<file path="src/rtl/therm_alarm_pkg.sv">
package therm_alarm_pkg;
  // status word bit positions
  localparam int unsigned ST_LOC_TRIP = 0;
  localparam int unsigned ST_REM_TRIP = 1;
  localparam int unsigned ST_BUSY     = 7;
  localparam int unsigned ST_FLT_LSB  = 2;
  localparam int unsigned N_FLT       = 5;

  // sticky fault flags, packed so that they map onto status bits 6..2
  typedef struct packed {
    logic loc_high;
    logic loc_low;
    logic rem_high;
    logic rem_low;
    logic rem_open;
  } fault_vec_t;

  typedef enum logic {PIN_ALERT = 1'b0, PIN_TRIP2 = 1'b1} pin_mode_e;
endpackage

</file>
<file path="src/rtl/remote_corrector.sv">
module remote_corrector #(
  parameter int RW = 10
) (
  input  logic [RW-1:0] raw,
  input  logic [RW-1:0] ofs,
  output logic [RW-1:0] corr
);
  logic signed [RW+1:0] sum;

  assign sum = $signed({2'b00, raw}) + $signed({{2{ofs[RW-1]}}, ofs});

  always_comb begin
    if (sum[RW+1])      corr = '0;          // below zero
    else if (sum[RW])   corr = '1;          // above full scale
    else                corr = sum[RW-1:0];
  end
endmodule

</file>
<file path="src/rtl/hyst_tracker.sv">
module hyst_tracker #(
  parameter int W = 10
) (
  input  logic         clk,
  input  logic         rst,
  input  logic         sample,
  input  logic [W-1:0] val,
  input  logic [W-1:0] lim,
  input  logic [W-1:0] hys,
  output logic         state_q,
  output logic         state_nxt
);
  logic below_band;

  assign below_band = ({1'b0, val} + {1'b0, hys}) < {1'b0, lim};

  always_comb begin
    state_nxt = state_q;
    if (sample) begin
      if (val > lim)       state_nxt = 1'b1;
      else if (below_band) state_nxt = 1'b0;
    end
  end

  always_ff @(posedge clk) begin
    if (rst) state_q <= 1'b0;
    else     state_q <= state_nxt;
  end
endmodule

</file>
<file path="src/rtl/fault_qualifier.sv">
module fault_qualifier #(
  parameter int MAXC = 4
) (
  input  logic            clk,
  input  logic            rst,
  input  logic            sample,
  input  logic            any_fault,
  input  logic [MAXC-2:0] code,
  output logic            fire
);
  localparam int CW = $clog2(MAXC + 1);

  logic [CW-1:0] cnt_q;
  logic [CW-1:0] need;
  logic [CW:0]   inc;

  always_comb begin
    need = CW'(1);
    for (int i = 0; i < MAXC - 1; i++) need = need + CW'(code[i]);
  end

  assign inc  = {1'b0, cnt_q} + (CW+1)'(1);
  assign fire = sample & any_fault & (inc >= {1'b0, need});

  always_ff @(posedge clk) begin
    if (rst) cnt_q <= '0;
    else if (sample) begin
      if (!any_fault) cnt_q <= '0;
      else if (fire)  cnt_q <= need;
      else            cnt_q <= inc[CW-1:0];
    end
  end
endmodule

</file>
<file path="src/rtl/thermal_alarm.sv">
module thermal_alarm
  import therm_alarm_pkg::*;
#(
  parameter int LW   = 8,
  parameter int FW   = 2,
  parameter int HW   = 7,
  parameter int MAXC = 4
) (
  input  logic          clk,
  input  logic          rst,
  input  logic          meas_done,
  input  logic          busy_in,
  input  logic          diode_open,
  input  logic [LW-1:0] loc_rd,
  input  logic [LW-1:0] rem_rd_int,
  input  logic [FW-1:0] rem_rd_frac,
  input  logic [LW+FW-1:0] rem_ofs,
  input  logic [LW-1:0] loc_hi_lim,
  input  logic [LW-1:0] loc_lo_lim,
  input  logic [LW-1:0] loc_trip_lim,
  input  logic [LW-1:0] rem_hi_int,
  input  logic [FW-1:0] rem_hi_frac,
  input  logic [LW-1:0] rem_lo_int,
  input  logic [FW-1:0] rem_lo_frac,
  input  logic [LW-1:0] rem_trip_lim,
  input  logic [HW-1:0] trip_hyst,
  input  logic          alert_mask,
  input  logic          pin_mode,
  input  logic [MAXC-2:0] fault_code,
  input  logic          status_rd,
  input  logic          alert_ack,
  output logic [7:0]    status_o,
  output logic          alert_n,
  output logic          therm_n
);
  localparam int RW   = LW + FW;
  localparam int NTRK = 4;            // 0 loc trip, 1 rem trip, 2 loc high, 3 rem high
  localparam int HPAD = RW - HW - FW; // LW must exceed HW

  logic [RW-1:0] rem_corr;
  logic [RW-1:0] loc_q, hys_q, rem_hi_q, rem_lo_q;
  logic [RW-1:0] trk_val [NTRK];
  logic [RW-1:0] trk_lim [NTRK];
  logic [NTRK-1:0] trk_q, trk_nxt;

  fault_vec_t cond_now, cond_q, sticky_q;
  logic       busy_q;
  logic       fire, latch_q, latch_d;
  logic       alert_pin_d;

  remote_corrector #(.RW(RW)) u_corr (
    .raw  ({rem_rd_int, rem_rd_frac}),
    .ofs  (rem_ofs),
    .corr (rem_corr)
  );

  // all compares share one quarter-degree domain
  assign loc_q    = {loc_rd, {FW{1'b0}}};
  assign hys_q    = {{HPAD{1'b0}}, trip_hyst, {FW{1'b0}}};
  assign rem_hi_q = {rem_hi_int, rem_hi_frac};
  assign rem_lo_q = {rem_lo_int, rem_lo_frac};

  assign trk_val[0] = loc_q;
  assign trk_lim[0] = {loc_trip_lim, {FW{1'b0}}};
  assign trk_val[1] = rem_corr;
  assign trk_lim[1] = {rem_trip_lim, {FW{1'b0}}};
  assign trk_val[2] = loc_q;
  assign trk_lim[2] = {loc_hi_lim, {FW{1'b0}}};
  assign trk_val[3] = rem_corr;
  assign trk_lim[3] = rem_hi_q;

  for (genvar g = 0; g < NTRK; g++) begin : g_trk
    hyst_tracker #(.W(RW)) u_trk (
      .clk       (clk),
      .rst       (rst),
      .sample    (meas_done),
      .val       (trk_val[g]),
      .lim       (trk_lim[g]),
      .hys       (hys_q),
      .state_q   (trk_q[g]),
      .state_nxt (trk_nxt[g])
    );
  end

  // alert-side conditions of the current reading pair
  always_comb begin
    cond_now.loc_high = loc_rd > loc_hi_lim;
    cond_now.loc_low  = loc_rd <= loc_lo_lim;
    cond_now.rem_high = rem_corr > rem_hi_q;
    cond_now.rem_low  = rem_corr <= rem_lo_q;
    cond_now.rem_open = diode_open;
  end

  always_ff @(posedge clk) begin
    if (rst) begin
      sticky_q <= '0;
      cond_q   <= '0;
      busy_q   <= 1'b0;
    end else begin
      busy_q <= busy_in;
      if (meas_done) begin
        sticky_q <= sticky_q | cond_now;
        cond_q   <= cond_now;
      end else if (status_rd) begin
        sticky_q <= sticky_q & cond_q;
      end
    end
  end

  fault_qualifier #(.MAXC(MAXC)) u_qual (
    .clk       (clk),
    .rst       (rst),
    .sample    (meas_done),
    .any_fault (|cond_now),
    .code      (fault_code),
    .fire      (fire)
  );

  always_comb begin
    latch_d = latch_q;
    if (fire)                            latch_d = 1'b1;
    else if (alert_ack && sticky_q == '0) latch_d = 1'b0;
  end

  always_comb begin
    if (pin_mode_e'(pin_mode) == PIN_TRIP2) alert_pin_d = ~(trk_nxt[2] | trk_nxt[3]);
    else                                    alert_pin_d = ~(latch_d & ~alert_mask);
  end

  always_ff @(posedge clk) begin
    if (rst) begin
      latch_q <= 1'b0;
      alert_n <= 1'b1;
      therm_n <= 1'b1;
    end else begin
      latch_q <= latch_d;
      alert_n <= alert_pin_d;
      therm_n <= ~(trk_nxt[0] | trk_nxt[1]);
    end
  end

  always_comb begin
    status_o = '0;
    status_o[ST_LOC_TRIP] = trk_q[0];
    status_o[ST_REM_TRIP] = trk_q[1];
    status_o[ST_FLT_LSB +: N_FLT] = sticky_q;
    status_o[ST_BUSY] = busy_q;
  end
endmodule

</file>
<file path="config.mk">
export PLATFORM = sky130hd
export DESIGN_NAME = thermal_alarm
export DESIGN_NICKNAME = d
export VERILOG_FILES = /design/src/rtl/therm_alarm_pkg.sv /design/src/rtl/remote_corrector.sv /design/src/rtl/hyst_tracker.sv /design/src/rtl/fault_qualifier.sv /design/src/rtl/thermal_alarm.sv
export SDC_FILE = /design/constraint.sdc
export NUM_CORES = 1
export LEC_CHECK = 0
export ABC_AREA = 0
export BUFFER_PORTS_ARGS = -buffer_cell sky130_fd_sc_hd__buf_4
export CAP_MARGIN = 20
export CORE_MARGIN = 5
export CORE_UTILIZATION = 59
export CTS_BUF_LIST = sky130_fd_sc_hd__clkbuf_4 sky130_fd_sc_hd__clkbuf_8 sky130_fd_sc_hd__clkbuf_16
export DETAILED_ROUTE_END_ITERATION = 7
export PLACE_DENSITY = 0.84
export SLEW_MARGIN = 20
export SYNTH_ARGS = -nofsm -noshare
export SYNTH_HDL_FRONTEND = slang
export SYNTH_HIERARCHICAL = 1
export SYNTH_SLANG_ARGS = --single-unit
</file>
<file path="constraint.sdc">
create_clock -name clk -period 6.3 [get_ports clk]
set_input_delay 0.315 -clock clk [delete_from_list [all_inputs] [get_ports clk]]
set_output_delay 0.315 -clock clk [all_outputs]
set_load 0.01 [all_outputs]
</file>
==> run metrics <==
clk sinks 21; setup bufs post-CTS 0; Rows 37; hold violation count in the final report 0; H-tree lvl count 1; Root Buffer clkbuf_8; Worst Setup Path Type in -> reg; status finished, final reports clean; setup tns final 0 ns; Clock transition at path regs around 0.08 ns; Die ar. 0.01252 mm²; worst-case clock buffer depth 2; Leak around 3.9 nW; GPL Wtd Cong 0.8755; CTS tree done; io pins about 110; pwr/cell area around 160 mW/mm²; global-route wire length before repair 25250 µm; final net count around 1200; Max VDD drop 0.1076 mV; initial core utilization 0.5989; top-area cell type share of the netlist area 0.3472; hold path endpoint status_o[5]; vias in the first global route 5692; Total Routed Length 14930 µm; hold path depth 2; initial antenna violation count 0; Inserted Clock Buffers 3; Post-CTS Hold Fix Bufs 0; most frequent cell after synthesis ha_1; I/O Buffers between 100 and 150; RSZ-0062 raised after global routing no; RR Endpoint alert_n; Final setup viols 0; routed via count around 6000; Hold Slack between 0.2 and 0.3 ns; Die X about 110 µm; HP Class in -> reg; max-slew violation count 0; Slew HR 0.4429; Synth warnings 6; CP Buf/Inv Count 1; layout cells sized above 1 0.1670; Critical-path top delay cell a21oi_1; Wirelength per Cell about 14 µm; R2R Path Start u_qual/cnt_q[0]; DRT antenna net count 0; Worst-Margin Slew roughly 0.83 ns; CP startpoint kind input port; Post-Route Skew 0.001903 ns; Antenna Cells 0; total grt overflow 0; CP required 6.51 ns; PostCTS Resize Cnt 0; gate count after technology mapping 786; Post-route DRC 0; commonest cells in the netlist 170 x ha_1, 110 x inv_1, 63 x a21oi_1; achievable frequency 183.2 MHz; GRT Overall Usage 0.2321; Tmin final 5.459 ns; vias per cell 5.684; crit end category flop; Crit path depth 22; Post-synth ARST share 0; initial DRC count 271; hold_sp status_rd; TritonRoute pass-1 iters 5; fillers 879; cell taking the most area after synthesis ha_1; number of synthesized register bits 21; Max Cap Viol 0; Worst Path Max Fanout 11; final worst path period share 0.8666; cell area after synthesis between 0.006 and 0.007 mm²; clk_lat worst skew 0.25 ns; sequential-to-total area share from yosys stat 0.06861; largest net degree at the start of global routing 26; Register Area 420.4 µm²; post-synth cell types 73; worst r2r path cells 9; synthesized area per cell 7.795 µm²; Post-synth EDFFs 0; footprint of the multi-input gates 0.005358 mm²; area of the core between 0.01 and 0.015 mm²; ranking of synthesized cells by area ha_1 35%, dfxtp_1 6.9%, inv_1 6.7%; Die Y 111.9 µm; area growth from synthesis to layout 17.93%; crit path DAT 5.66 ns; Main synth FF type dfxtp_1; CP delay by family, top compound AO/OA/AOI/OAI gates; reg-to-reg setup timing slack 4.30 ns; slowest stage delay, CP around 0.60 ns; CP Cell Sequence buf_4 -> ha_1 -> a21o_1 -> a221oi_2 -> or3b_1 -> a21oi_1 -> nand4bb_1 -> o211ai_1 -> ha_1 -> o21ai_0 -> nor2_1 -> o221ai_2 -> a21oi_1 -> xor2_1 -> ha_1 -> a21oi_1 -> o211ai_1 -> o21a_1 -> or3_1 -> o21ai_0 -> o31ai_1 -> nand2_1; post-DP HPWL 12940 µm
[layer usage]
metal	wire [µm]	part of all wire	GRT usage	vias up
met5	0	0	0	-
met4	229	0.015	0.03812	0
met3	740	0.050	0.02011	19
met2	6972	0.47	0.4061	147
met1	6984	0.47	0.3151	2727
li1	-	-	-	3121
[report_power, final]
part | switching, mW | internal [mW] | leakage, nW
sequential | 0.0168 | 0.154 | 0.173
combinational | 0.481 | 0.403 | 3.65
clock | 0.0431 | 0.0440 | 0.0255
total | 0.541 | 0.601 | 3.85
[cell families after synthesis]
group                    after synthesis  share of synthesized area
AO/OA/AOI/OAI                        223                     0.2622
XOR/XNOR                              31                    0.04431
adder cells (fa/ha/maj)              175                     0.3635
buffers and inverters                121                    0.07780
flip-flops                            21                    0.06861
multiplexers                           3                   0.004901
other                                  1                  0.0006120
AND/OR/NAND/NOR                      211                     0.1781
[flip-flops by register name, indices dropped and copies added, names as in the netlist]
name	cells
latch_q	1
alert_n	1
cond_q	5
u_qual/cnt_q	3
g_trk.u_trk/state_q	4
status_o	5
therm_n	1
busy_q	1
[metrics by stage]
stage	util	instance area, µm²	total power [mW]	instances	setup WS (ns)
6_report	0.7062	7226	1.142	1058	0.8407
5_1_grt	0.7062	7226	1.275	1058	0.4445
4_1_cts	0.7062	7226	1.133	1058	0.9201
3_5_place_dp	0.7017	7179	1.043	1054	0.6673
3_3_place_gp	0.7017	7179	1.018	1054	0.8436
2_1_floorplan	-	6255	0.8244	820	1.686
[placed cells by master, fill, tap and decap left out, drive strengths merged, types with 16 or more instances in the layout]
| cell | count |
|---|---|
| dfxtp | 21 |
| a211oi | 20 |
| xnor2 | 22 |
| nand3 | 22 |
| a21oi | 64 |
| nand4 | 18 |
| ha | 170 |
| nand2b | 16 |
| nor2 | 56 |
| o21ai | 39 |
| inv | 110 |
| buf | 109 |
| conb | 35 |
| a21o | 20 |
| nand2 | 44 |
[final cells by class]
type                       instances  area share
sequential                        21     0.05818
tap                              136     0.02355
timing repair buffer             109      0.1132
clock buffer                       3    0.005714
inverter                         110     0.05714
multi-input combinational        678      0.7415
clock inverter                     1   0.0006926
[how the worst max path moves through the flow]
stage                    from      end  slack (ns)
3_3_place_gp   rem_rd_frac[0]  alert_n        0.84
3_5_place_dp    rem_rd_int[2]  alert_n        0.67
6_report        rem_rd_int[2]  alert_n        0.84
2_1_floorplan   rem_rd_int[2]  alert_n        1.69
4_1_cts         rem_rd_int[3]  alert_n        0.92
5_1_grt         rem_rd_int[2]  alert_n        0.44
No activity file was read; power rests on OpenSTA's default activity.
